==> config.mk <==
export PLATFORM = sky130hd
export DESIGN_NAME = uart_rx_ack
export DESIGN_NICKNAME = d
export VERILOG_FILES = /design/src/rtl/uart_rx_ack.sv
export SDC_FILE = /design/constraint.sdc
export NUM_CORES = 1
export LEC_CHECK = 0
export BUFFER_PORTS_ARGS = -buffer_cell sky130_fd_sc_hd__buf_2
export CAP_MARGIN = 5
export CELL_PAD_IN_SITES_DETAIL_PLACEMENT = 1
export CELL_PAD_IN_SITES_GLOBAL_PLACEMENT = 1
export CORE_MARGIN = 4
export CORE_UTILIZATION = 35
export DETAILED_ROUTE_END_ITERATION = 8
export PLACE_DENSITY_LB_ADDON = 0.25
export SLEW_MARGIN = 20
export SYNTH_ARGS = -nofsm -noshare
export SYNTH_HDL_FRONTEND = slang
export SYNTH_SLANG_ARGS = --single-unit
==> constraint.sdc <==
create_clock -name clk -period 4.2 [get_ports clk]
set_input_delay 0.63 -clock clk [delete_from_list [all_inputs] [get_ports clk]]
set_output_delay 0.63 -clock clk [all_outputs]
set_load 0.03 [all_outputs]
==> src/rtl/uart_rx_ack.sv <==
module uart_rx_ack #(
  parameter int DATA_BITS = 8,
  parameter int OVS       = 16
) (
  input  logic                 clk,
  input  logic                 rst_n,
  input  logic                 tick,
  input  logic                 serial_in,
  input  logic                 rx_enable,
  input  logic                 parity_en,
  input  logic                 parity_odd,
  input  logic                 ie_rx,
  input  logic                 ie_err,
  input  logic                 ack_strobe,
  input  logic                 clr_done,
  input  logic                 clr_err,
  output logic [DATA_BITS-1:0] rx_data,
  output logic                 done_flag,
  output logic                 err_flag,
  output logic                 par_err,
  output logic                 ovr_err,
  output logic                 frm_err,
  output logic                 irq_rx,
  output logic                 irq_err
);
  localparam int CW  = $clog2(OVS);
  localparam int BW  = (DATA_BITS > 1) ? $clog2(DATA_BITS) : 1;
  localparam int MID = OVS / 2 - 1;

  typedef enum logic [2:0] {S_IDLE, S_START, S_DATA, S_PAR, S_STOP} st_t;

  st_t                  st;
  logic [1:0]           sync;
  logic [CW-1:0]        ph;
  logic [BW-1:0]        nbit;
  logic [DATA_BITS-1:0] shreg;
  logic                 pbit;
  logic                 buf_full;

  wire rx_s     = sync[1];
  wire mid_hit  = tick && (ph == CW'(MID));
  wire end_hit  = tick && (ph == CW'(OVS - 1));
  wire finish   = rx_enable && (st == S_STOP) && end_hit;
  wire stop_bad = !rx_s;
  wire par_bad  = parity_en && (pbit != (^shreg ^ parity_odd));
  wire overrun  = buf_full && !ack_strobe;

  always_ff @(posedge clk or negedge rst_n)
    if (!rst_n) sync <= 2'b11;
    else        sync <= {sync[0], serial_in};

  always_ff @(posedge clk or negedge rst_n) begin
    if (!rst_n) begin
      st    <= S_IDLE;
      ph    <= '0;
      nbit  <= '0;
      shreg <= '0;
      pbit  <= 1'b0;
    end else if (!rx_enable) begin
      st <= S_IDLE;
    end else begin
      case (st)
        S_IDLE:
          if (tick && !rx_s) begin
            st <= S_START;
            ph <= '0;
          end
        S_START:
          if (mid_hit) begin
            ph   <= '0;
            nbit <= '0;
            st   <= rx_s ? S_IDLE : S_DATA;
          end else if (tick) ph <= ph + 1'b1;
        S_DATA:
          if (end_hit) begin
            ph    <= '0;
            shreg <= {rx_s, shreg[DATA_BITS-1:1]};
            nbit  <= nbit + 1'b1;
            if (nbit == BW'(DATA_BITS - 1)) st <= parity_en ? S_PAR : S_STOP;
          end else if (tick) ph <= ph + 1'b1;
        S_PAR:
          if (end_hit) begin
            ph   <= '0;
            pbit <= rx_s;
            st   <= S_STOP;
          end else if (tick) ph <= ph + 1'b1;
        S_STOP:
          if (end_hit) begin
            ph <= '0;
            st <= S_IDLE;
          end else if (tick) ph <= ph + 1'b1;
        default: st <= S_IDLE;
      endcase
    end
  end

  always_ff @(posedge clk or negedge rst_n) begin
    if (!rst_n) begin
      rx_data   <= '0;
      buf_full  <= 1'b0;
      done_flag <= 1'b0;
      err_flag  <= 1'b0;
      par_err   <= 1'b0;
      ovr_err   <= 1'b0;
      frm_err   <= 1'b0;
    end else begin
      if (finish) rx_data <= shreg;

      if (finish)          buf_full <= 1'b1;
      else if (ack_strobe) buf_full <= 1'b0;

      if (finish && !overrun) done_flag <= 1'b1;
      else if (clr_done)      done_flag <= 1'b0;

      if (finish && (stop_bad || par_bad || overrun)) err_flag <= 1'b1;
      else if (clr_err)                               err_flag <= 1'b0;

      if (!rx_enable) begin
        par_err <= 1'b0;
        ovr_err <= 1'b0;
        frm_err <= 1'b0;
      end else if (finish) begin
        if (par_bad)  par_err <= 1'b1;
        if (overrun)  ovr_err <= 1'b1;
        if (stop_bad) frm_err <= 1'b1;
      end
    end
  end

  assign irq_rx  = done_flag & ie_rx;
  assign irq_err = err_flag & ie_err;


  ovr_blocks_done_chk: assert property (@(posedge clk) disable iff (!rst_n)
    $rose(ovr_err) |-> !$rose(done_flag));


  disable_clears_chk: assert property (@(posedge clk) disable iff (!rst_n)
    !rx_enable |=> (!par_err && !ovr_err && !frm_err && st == S_IDLE));


  err_follows_fault_chk: assert property (@(posedge clk) disable iff (!rst_n)
    ($rose(frm_err) || $rose(par_err) || $rose(ovr_err)) |-> err_flag);


  data_only_on_frame_chk: assert property (@(posedge clk) disable iff (!rst_n)
    !$stable(rx_data) |-> (done_flag || ovr_err));


  idle_when_off_chk: assert property (@(posedge clk) disable iff (!rst_n)
    (!rx_enable && !done_flag) |=> !$rose(done_flag));
endmodule

==> results of run 1 <==
[path summary, 6_finish.rpt]
| kind | from | slack (ns) | end | depth (start not counted) |
|---|---|---|---|---|
| hold / removal | sync[0] | 0.36 | sync[1] | 0 |
| min in group asynchronous | rst_n | 0.43 | rx_data[5] | 1 |
| max in group asynchronous | rst_n | 3.28 | ph[1] | 1 |
| setup reg to reg | ph[0] | 2.18 | err_flag | 6 |
| setup / recovery | ph[0] | 2.18 | err_flag | 6 |
| hold reg to reg | sync[0] | 0.36 | sync[1] | 0 |
[synthesized netlist by cell type, drive strengths merged (2+ instances only)]
cell type and number:
nand2 42, dfrtp 33, mux2 10, nor2 10, xnor2 10, buf 8, mux2i 4, nand2b 4
nand3 4, o21ai 4, ha 3, nor2b 3, a21oi 2, a22o 2, and2 2, dfstp 2
o211ai 2, o22ai 2
[power breakdown]
part / internal, mW / total (mW) / switching, mW
clock network: 0.150 / 0.259 / 0.109
registers: 0.348 / 0.363 / 0.0147
logic: 0.0237 / 0.0533 / 0.0296
[through the flow]
step	hold WS, ns	cell area (sq um)	power [mW]	utilization [%]
floorplan	0.334	1750	0.401	-
global placement	0.347	1900	0.419	39.7
detailed placement	0.348	1900	0.424	39.7
CTS	0.358	2000	0.690	41.8
global route	0.359	2000	0.716	41.8
finish	0.357	2000	0.675	41.8
[placed cells by master (no fill, tap or decap), drive strengths merged, types with 2 or more instances in the layout]
cell,count
xnor2,10
nand3,4
buf,26
dfstp,2
mux2,10
clkbuf,8
dfrtp,33
nor2,10
nand2,42
and2,2
o211ai,2
o21ai,4
nand2b,4
mux2i,4
a22o,2
a21oi,2
o22ai,2
ha,3
nor2b,3
[cell families (layout without fill, tap and decap cells)]
| kind of cell | Yosys count | after routing |
|---|---|---|
| compound gates | 17 | 17 |
| xor+xnor | 12 | 12 |
| fa+ha+maj | 3 | 3 |
| buf+inv | 9 | 35 |
| flops | 35 | 35 |
| mux | 14 | 14 |
| simple gates | 73 | 73 |
[flip-flops by register name (all words and copies together), names as in the netlist]
signal,cells
rx_data,8
shreg,8
ph,4
nbit,3
st,3
sync,2
buf_full,1
done_flag,1
err_flag,1
frm_err,1
ovr_err,1
par_err,1
pbit,1
[worst max-delay path, stage by stage (launching register included)]
cell and delay (ns):
dfrtp_1 0.39, ha_1 0.18, and3_1 0.33, nand2_1 0.11, nor2_1 0.61, nand3_1 0.23
nand2_1 0.11
[layer usage]
layer | global-route usage [%] | vias to the layer above | wire length (um)
met2 | 22.8 | 20 | 1890
met1 | 16.0 | 614 | 1620
met4 | 5.77 | 0 | 57
met5 | 0 | - | 0
met3 | 3.63 | 6 | 133
li1 | - | 593 | -
[cell type report]
class	count	area, sq um	share of cell area [%]
Clock buffer	8	100	5.01
Inverter	1	3.75	0.188
Multi-Input combinational cell	119	803	40.2
Sequential cell	35	878	43.9
Tap cell	67	83.8	4.19
Timing Repair Buffer	26	130	6.51
==> run metrics, run 1 <==
outcome finished clean; Mapped Area 1750 sq um; average vias per placed instance 4.82; number of flops mapped to enable cells by yosys 0; initial DRC count 28; XOR/XNOR share of the synthesized area 6.80%; Synth Area in Adders 2.15%; Cell variety after synth 41; DP Worst Slack 1.91 ns; post-layout min period 2.02 ns; ANT cells 0; CTS Hold Bufs 0; CP max FO 11; initial core utilization 36.5%; Hold Crit Class reg2reg; YS warnings 0; Setup CP Type reg2reg; die height 78.7 um; Synth top area share 47.2%; Global Route Usage Sum 13.4%; mux share of post-synthesis cell area 8.73%; clock root cell clkbuf_8; clk sinks 35; Setup Buffers After CTS 0; die width 78.7 um; slew margin rel. 48.2%; Buffers on Ports 26; Routed Antenna Nets 0; Filler Cell Count 551; Worst-Skew Late Latency 0.28 ns; routed wire length 3700 um; H-Tree Depth 2; Slew Limit Fails 0; global-route wire length before repair 6530 um; via count 1233; std cell rows 25; MaxCap Viol Count 0; Placer Congestion 0.756; largest area contributor in the netlist dfrtp_1; synthesized area per cell 10.7 sq um; flops & latches, synth 35; required time of the critical path 4.41 ns; CTS tree done; setup_tns 0 ns; Worst Path Arrival 2.24 ns; Area Growth Syn to Fin 14.3%; antenna violations before repair 0; largest family of logic cells by synthesized area simple AND/OR/NAND/NOR gates; Area contributors post-synth dfrtp_1 47%, nand2_1 8.8%, mux2_2 5.8%; period utilisation layout 48.2%; vias in the first global route 1377; share of layout cells above drive strength 1 28.0%; DRC violations left 0; RSZ-0062 raised after global routing false; worst-case vdd ir drop 0.142 mV; total grt overflow 0; Lkg Pwr 1.01 nW; actual slew at the worst max-slew pin 0.778 ns; post-synthesis compound-gate area fraction 8.08%; gate count of the mapped netlist 163; Finished Layout Cells 256; placed insts 248; final hold violation count 0; power per cell area 338 nW/um^2; die area 6190 sq um; Crit. End Element flip-flop; Final setup viols 0; Post-Synth Simple-Gate Area 20.2%; asr flop ratio synth 100%; final worst slack 2.18 ns; worst clock skew 0.00517 ns; Post-CTS Resized 0; Max Buffers Root-to-Sink 2; Post-DP HPWL 2720 um; First-pass DRT Iterations 4; CP startpoint kind flip-flop; # IOs 27; core area 4790 sq um; Clock transition at path regs 0.07 ns; FMAX 0.494 GHz; sequential cell area fraction in the yosys report 50.2%; CTS buffer count 5; WL/cell 14.5 um; syn nets 178; Top FF cell, synth dfrtp_1; largest net degree at the start of global routing 36; nets 203
No activity file was read; power rests on OpenSTA's default activity.
==> run 2, diff against run 1 <==
==> constraint.sdc (replaced) <==
create_clock -name clk -period 1.96 [get_ports clk]
set_input_delay 0.294 -clock clk [delete_from_list [all_inputs] [get_ports clk]]
set_output_delay 0.294 -clock clk [all_outputs]
set_load 0.03 [all_outputs]
==> run 2 against run 1 <==
Critical path depth unchanged. Highest routed layer unchanged. Total power increased by 110%. Clock-buffer cell count decreased by 1. Fmax increased by 7.0%. Critical endpoint is now shreg[1]. Setup slack got worse by 2.1 ns. Die area unchanged. Wire length increased by 4.8%. Combinational power increased by 140%. Via count increased by 3.6%. Global-route usage increased by 0.65 points. Critical path type unchanged. Flip-flop and latch count unchanged.
==> run metrics, run 2 (same netlist as run 1, synthesis figures left out) <==
outcome finished clean; First-pass DRT Iterations 4; FMAX 0.529 GHz; CTS Hold Bufs 0; post-layout min period 1.89 ns; total grt overflow 0; Crit. End Element flip-flop; Final setup viols 0; most common cell after layout, fill and taps aside nand2_1; CTS tree done; R2R depth 6; setup slack, reg-to-reg 0.07 ns; commonest cells after routing, fill and taps aside 41 x nand2_1, 33 x dfrtp_1, 26 x buf_2; Hold Crit Class in2async; clk sinks 35; critical path cell sequence ha_1 > and3_1 > nand2_2 > nor3_4 > buf_12 > mux2_2; initial DRC count 40; Clock transition at path regs 0.07 ns; Routed Antenna Nets 0; Comb pwr share 9.2%; average vias per placed instance 4.82; initial core utilization 36.5%; CP max FO 9; Slew Limit Fails 0; Sw Pwr 343 uW; worst reg2reg path startpoint ph[0]; DRC violations left 0; global-route wire length before repair 6790 um; H-Tree Depth 2; vias in the first global route 1444; worst-case vdd ir drop 0.261 mV; Buffers on Ports 26; Post-DP HPWL 2950 um; Post-CTS Resized 0; final hold violation count 0; power per cell area 677 nW/um^2; launch point of the worst path ph[0]; required time of the critical path 2.13 ns; Placer Congestion 0.744; ANT cells 0; nets 212; Worst Path Arrival 2.06 ns; setup_tns 0 ns; biggest regs rx_data (8), shreg (8), ph (4); sequential power share 55.2%; max incr delay on CP 0.39 ns; routed wire length 3880 um; sw frac 24.6%; die area 6190 sq um; antenna violations before repair 0; Max Buffers Root-to-Sink 2; core area 4790 sq um; critical path's top delay family simple AND/OR/NAND/NOR gates; WL/cell 14.6 um; largest net degree at the start of global routing 36; # IOs 27; worst clock skew 0.00623 ns; Setup Buffers After CTS 0; clock root cell clkbuf_8; Global Route Usage Sum 14.1%; Setup CP Type reg2reg; Int Power 1.05 mW; share of layout cells above drive strength 1 30.8%; CTS buffer count 5; actual slew at the worst max-slew pin 0.788 ns; via count 1278; CP startpoint kind flip-flop; period utilisation layout 96.5%; Clock power frac 35.6%; std cell rows 25; slew margin rel. 47.5%; die width 78.7 um; die height 78.7 um; Lkg Pwr 1.05 nW; CP Depth 6; Area Growth Syn to Fin 17.8%; CP max stage cell dfrtp_1; MaxCap Viol Count 0; Worst-Skew Late Latency 0.28 ns; Bufs and invs on worst path 1; Tot Pwr 1.39 mW
run 2: cell count changes in the layout (fill, tap and decap cells not counted):
cell      delta
clkinv_2     +1
buf_4        +8
clkbuf_1     +1
clkbuf_8     -2
buf_12       +1
run 2: per-stage QoR:
step           setup slack (ns)  hold slack [ns]  instance area [sq um]  utilization [%]  std cells
4_1_cts                  0.0423           0.0987                   2040             42.6        264
6_report                 0.0680           0.0887                   2060             43.1        265
3_3_place_gp              0.161            0.346                   1960             40.9        256
2_1_floorplan             0.325         -0.00159                   1750                -        163
5_1_grt                 -0.0230           0.0925                   2060             43.1        265
3_5_place_dp             0.0514            0.351                   1960             40.9        256
run 2: per-layer routing:
layer,up-vias,track usage [%],part of all wire [%]
li1,609,-,-
met1,641,16.9,42
met2,22,24.8,53
met3,6,3.63,3.7
met4,0,4.20,1.2
met5,-,0,0
run 2: area by class of cell:
type                    count  area (sq um)
clock buffers               7          76.3
well taps                  67          83.8
fillers                   572          2730
inverters                   1          3.75
clock inverters             1          5.00
flip-flops and latches     35           878
multi-input cells         119           803
repair buffers             35           210
run 2: worst paths after layout:
check | end
setup / recovery | shreg[1]
hold / removal | rx_data[5]
setup reg to reg | shreg[1]
hold reg to reg | sync[1]
max in group asynchronous | st[1]
min in group clk | sync[0]
run 2: worst register-to-register path, cell delays in order, from the launching register on:
cell	delay, ns
dfrtp_1	0.39
ha_1	0.18
and3_1	0.32
nand2_2	0.12
nor3_4	0.26
buf_12	0.17
mux2_2	0.34
run 2: power groups by stage:
stage	Sequential, mW	Combinational, mW	Clock, mW
floorplan	0.777	0.0828	0
global placement	0.781	0.122	0
detailed placement	0.785	0.133	0
CTS	0.771	0.133	0.521
global route	0.775	0.149	0.557
finish	0.770	0.128	0.497
==> run 3, diff against run 2 <==
--- a/config.mk
+++ b/config.mk
@@ -13,6 +13,7 @@
 export CORE_UTILIZATION = 35
 export DETAILED_ROUTE_END_ITERATION = 8
 export PLACE_DENSITY_LB_ADDON = 0.25
+export RECOVER_POWER = 50
 export SLEW_MARGIN = 20
 export SYNTH_ARGS = -nofsm -noshare
 export SYNTH_HDL_FRONTEND = slang
==> run 3 against run 2 <==
Sequential share of layout area rose by 0.13 points. Setup slack better by 0.0011 ns. Sequential power is essentially flat. Largest power group unchanged. Die area stayed put. Non-clock buffer count unchanged. Wire length increased by 0.15%. Global-route usage unchanged. Combinational power about the same.
==> run metrics, run 3 (same netlist as run 1, synthesis figures left out) <==
ANT cells 0; met3 GRT Util 3.63%; Hold Crit Class in2reg; met1 track demand over resource 16.9%; Post-DP HPWL 2950 um; Max Buffers Root-to-Sink 2; DRC violations left 0; Global Route Usage Sum 14.1%; Worst Hold Path Cells 1; Lkg Pwr 1.03 nW; CTS tree done; actual slew at the worst max-slew pin 0.882 ns; worst reg2reg path endpoint shreg[1]; initial DRC count 54; period utilisation layout 96.5%; CP max stage cell dfrtp_1; Slew Limit Fails 0; core area 4790 sq um; post-layout min period 1.89 ns; via count 1275; CP max FO 9; H-Tree Depth 2; FMAX 0.529 GHz; biggest regs rx_data (8), shreg (8), ph (4); total grt overflow 0; slew margin rel. 41.2%; Worst-Skew Late Latency 0.28 ns; WL/cell 14.7 um; MaxCap Viol Count 0; max incr delay on CP 0.39 ns; worst reg2reg path startpoint ph[0]; CTS buffer count 5; Hold Path Origin serial_in; clock root cell clkbuf_8; WHS Endpoint sync[0]; Finished Layout Cells 265; Multi-input gate area 803 sq um; critical path cell sequence ha_1 > and3_1 > nand2_2 > nor3_4 > buf_12 > mux2_2; Placer Congestion 0.744; outcome finished clean; std cell rows 25; largest net degree at the start of global routing 36; Setup CP Type reg2reg; final hold violation count 0; Filler Cell Count 573; vias in the first global route 1444; nets 212; R2R depth 6; die height 78.7 um; worst-case vdd ir drop 0.260 mV; Routed Antenna Nets 0; Crit. End Element flip-flop; First-pass DRT Iterations 4; antenna violations before repair 0; # IOs 27; required time of the critical path 2.13 ns; routed wire length 3880 um; placed insts 256; initial core utilization 36.5%; worst clock skew 0.00620 ns; Clock transition at path regs 0.07 ns; CTS Hold Bufs 0; Area Growth Syn to Fin 17.5%; commonest cells after routing, fill and taps aside 41 x nand2_1, 33 x dfrtp_1, 20 x buf_2; global-route wire length before repair 6790 um; power per cell area 679 nW/um^2; Final setup viols 0; M2 GR Usage 24.8%; Worst Path Arrival 2.06 ns; Tot Pwr 1.39 mW; Sequential Area 878 sq um; die area 6190 sq um; CP startpoint kind flip-flop; most common cell after layout, fill and taps aside nand2_1; gr busiest metal met2; Buffers on Ports 26; setup slack, reg-to-reg 0.07 ns; die width 78.7 um; share of layout cells above drive strength 1 28.3%; average vias per placed instance 4.81; clk sinks 35
run 3: cell count changes in the layout (fill, tap and decap cells not counted), sizes merged:
cell and change:
buf -6, clkbuf +6
run 3: how the worst max path moves through the flow:
stage	startpoint	endpoint	slack, ns
after floorplan	ph[0]	st[2]	0.32
after global placement	ph[0]	shreg[0]	0.16
after detailed placement	ph[0]	shreg[1]	0.05
after CTS	ph[0]	shreg[1]	0.04
after global routing	ph[1]	shreg[3]	-0.02
final	ph[0]	shreg[1]	0.07
run 3: power by group:
part | internal (mW) | switching, mW
logic | 0.0560 | 0.0716
registers | 0.746 | 0.0243
clock network | 0.249 | 0.247
run 3: through the flow:
stage	utilization [%]	setup TNS (ns)	setup WS, ns	hold WS, ns	cell area, sq um
global placement	40.9	0	0.161	0.346	1960
CTS	42.6	0	0.0423	0.0987	2040
floorplan	-	0	0.325	-0.00159	1750
finish	42.9	0	0.0691	0.110	2050
detailed placement	40.9	0	0.0514	0.351	1960
global route	42.9	-0.137	-0.0230	0.0925	2050
run 3: final cells by class:
cell class	count	share of cell area [%]
multi-input cells	119	39.1
clock inverters	1	0.244
well taps	67	4.08
inverters	1	0.183
flip-flops and latches	35	42.8
repair buffers	35	9.93
clock buffers	7	3.71
run 3: repair_timing:
action / in CTS / in global routing
buffers inserted: 0 / 1
resized for setup: 0 / 0
setup endpoints to repair: 0 / 8
run 3: per-layer routing:
layer,up-vias,wire length (um)
li1,609,-
met4,0,48
met2,19,2050
met1,641,1650
met3,6,129
met5,-,0
run 3: worst max-delay path, delay by kind of cell, from the launching register on:
family	cells	cell delay [ns]
buffers and inverters	1	0.17
adders and majority gates	1	0.18
and+or+nand+nor	3	0.70
DFF	1	0.39
muxes	1	0.34
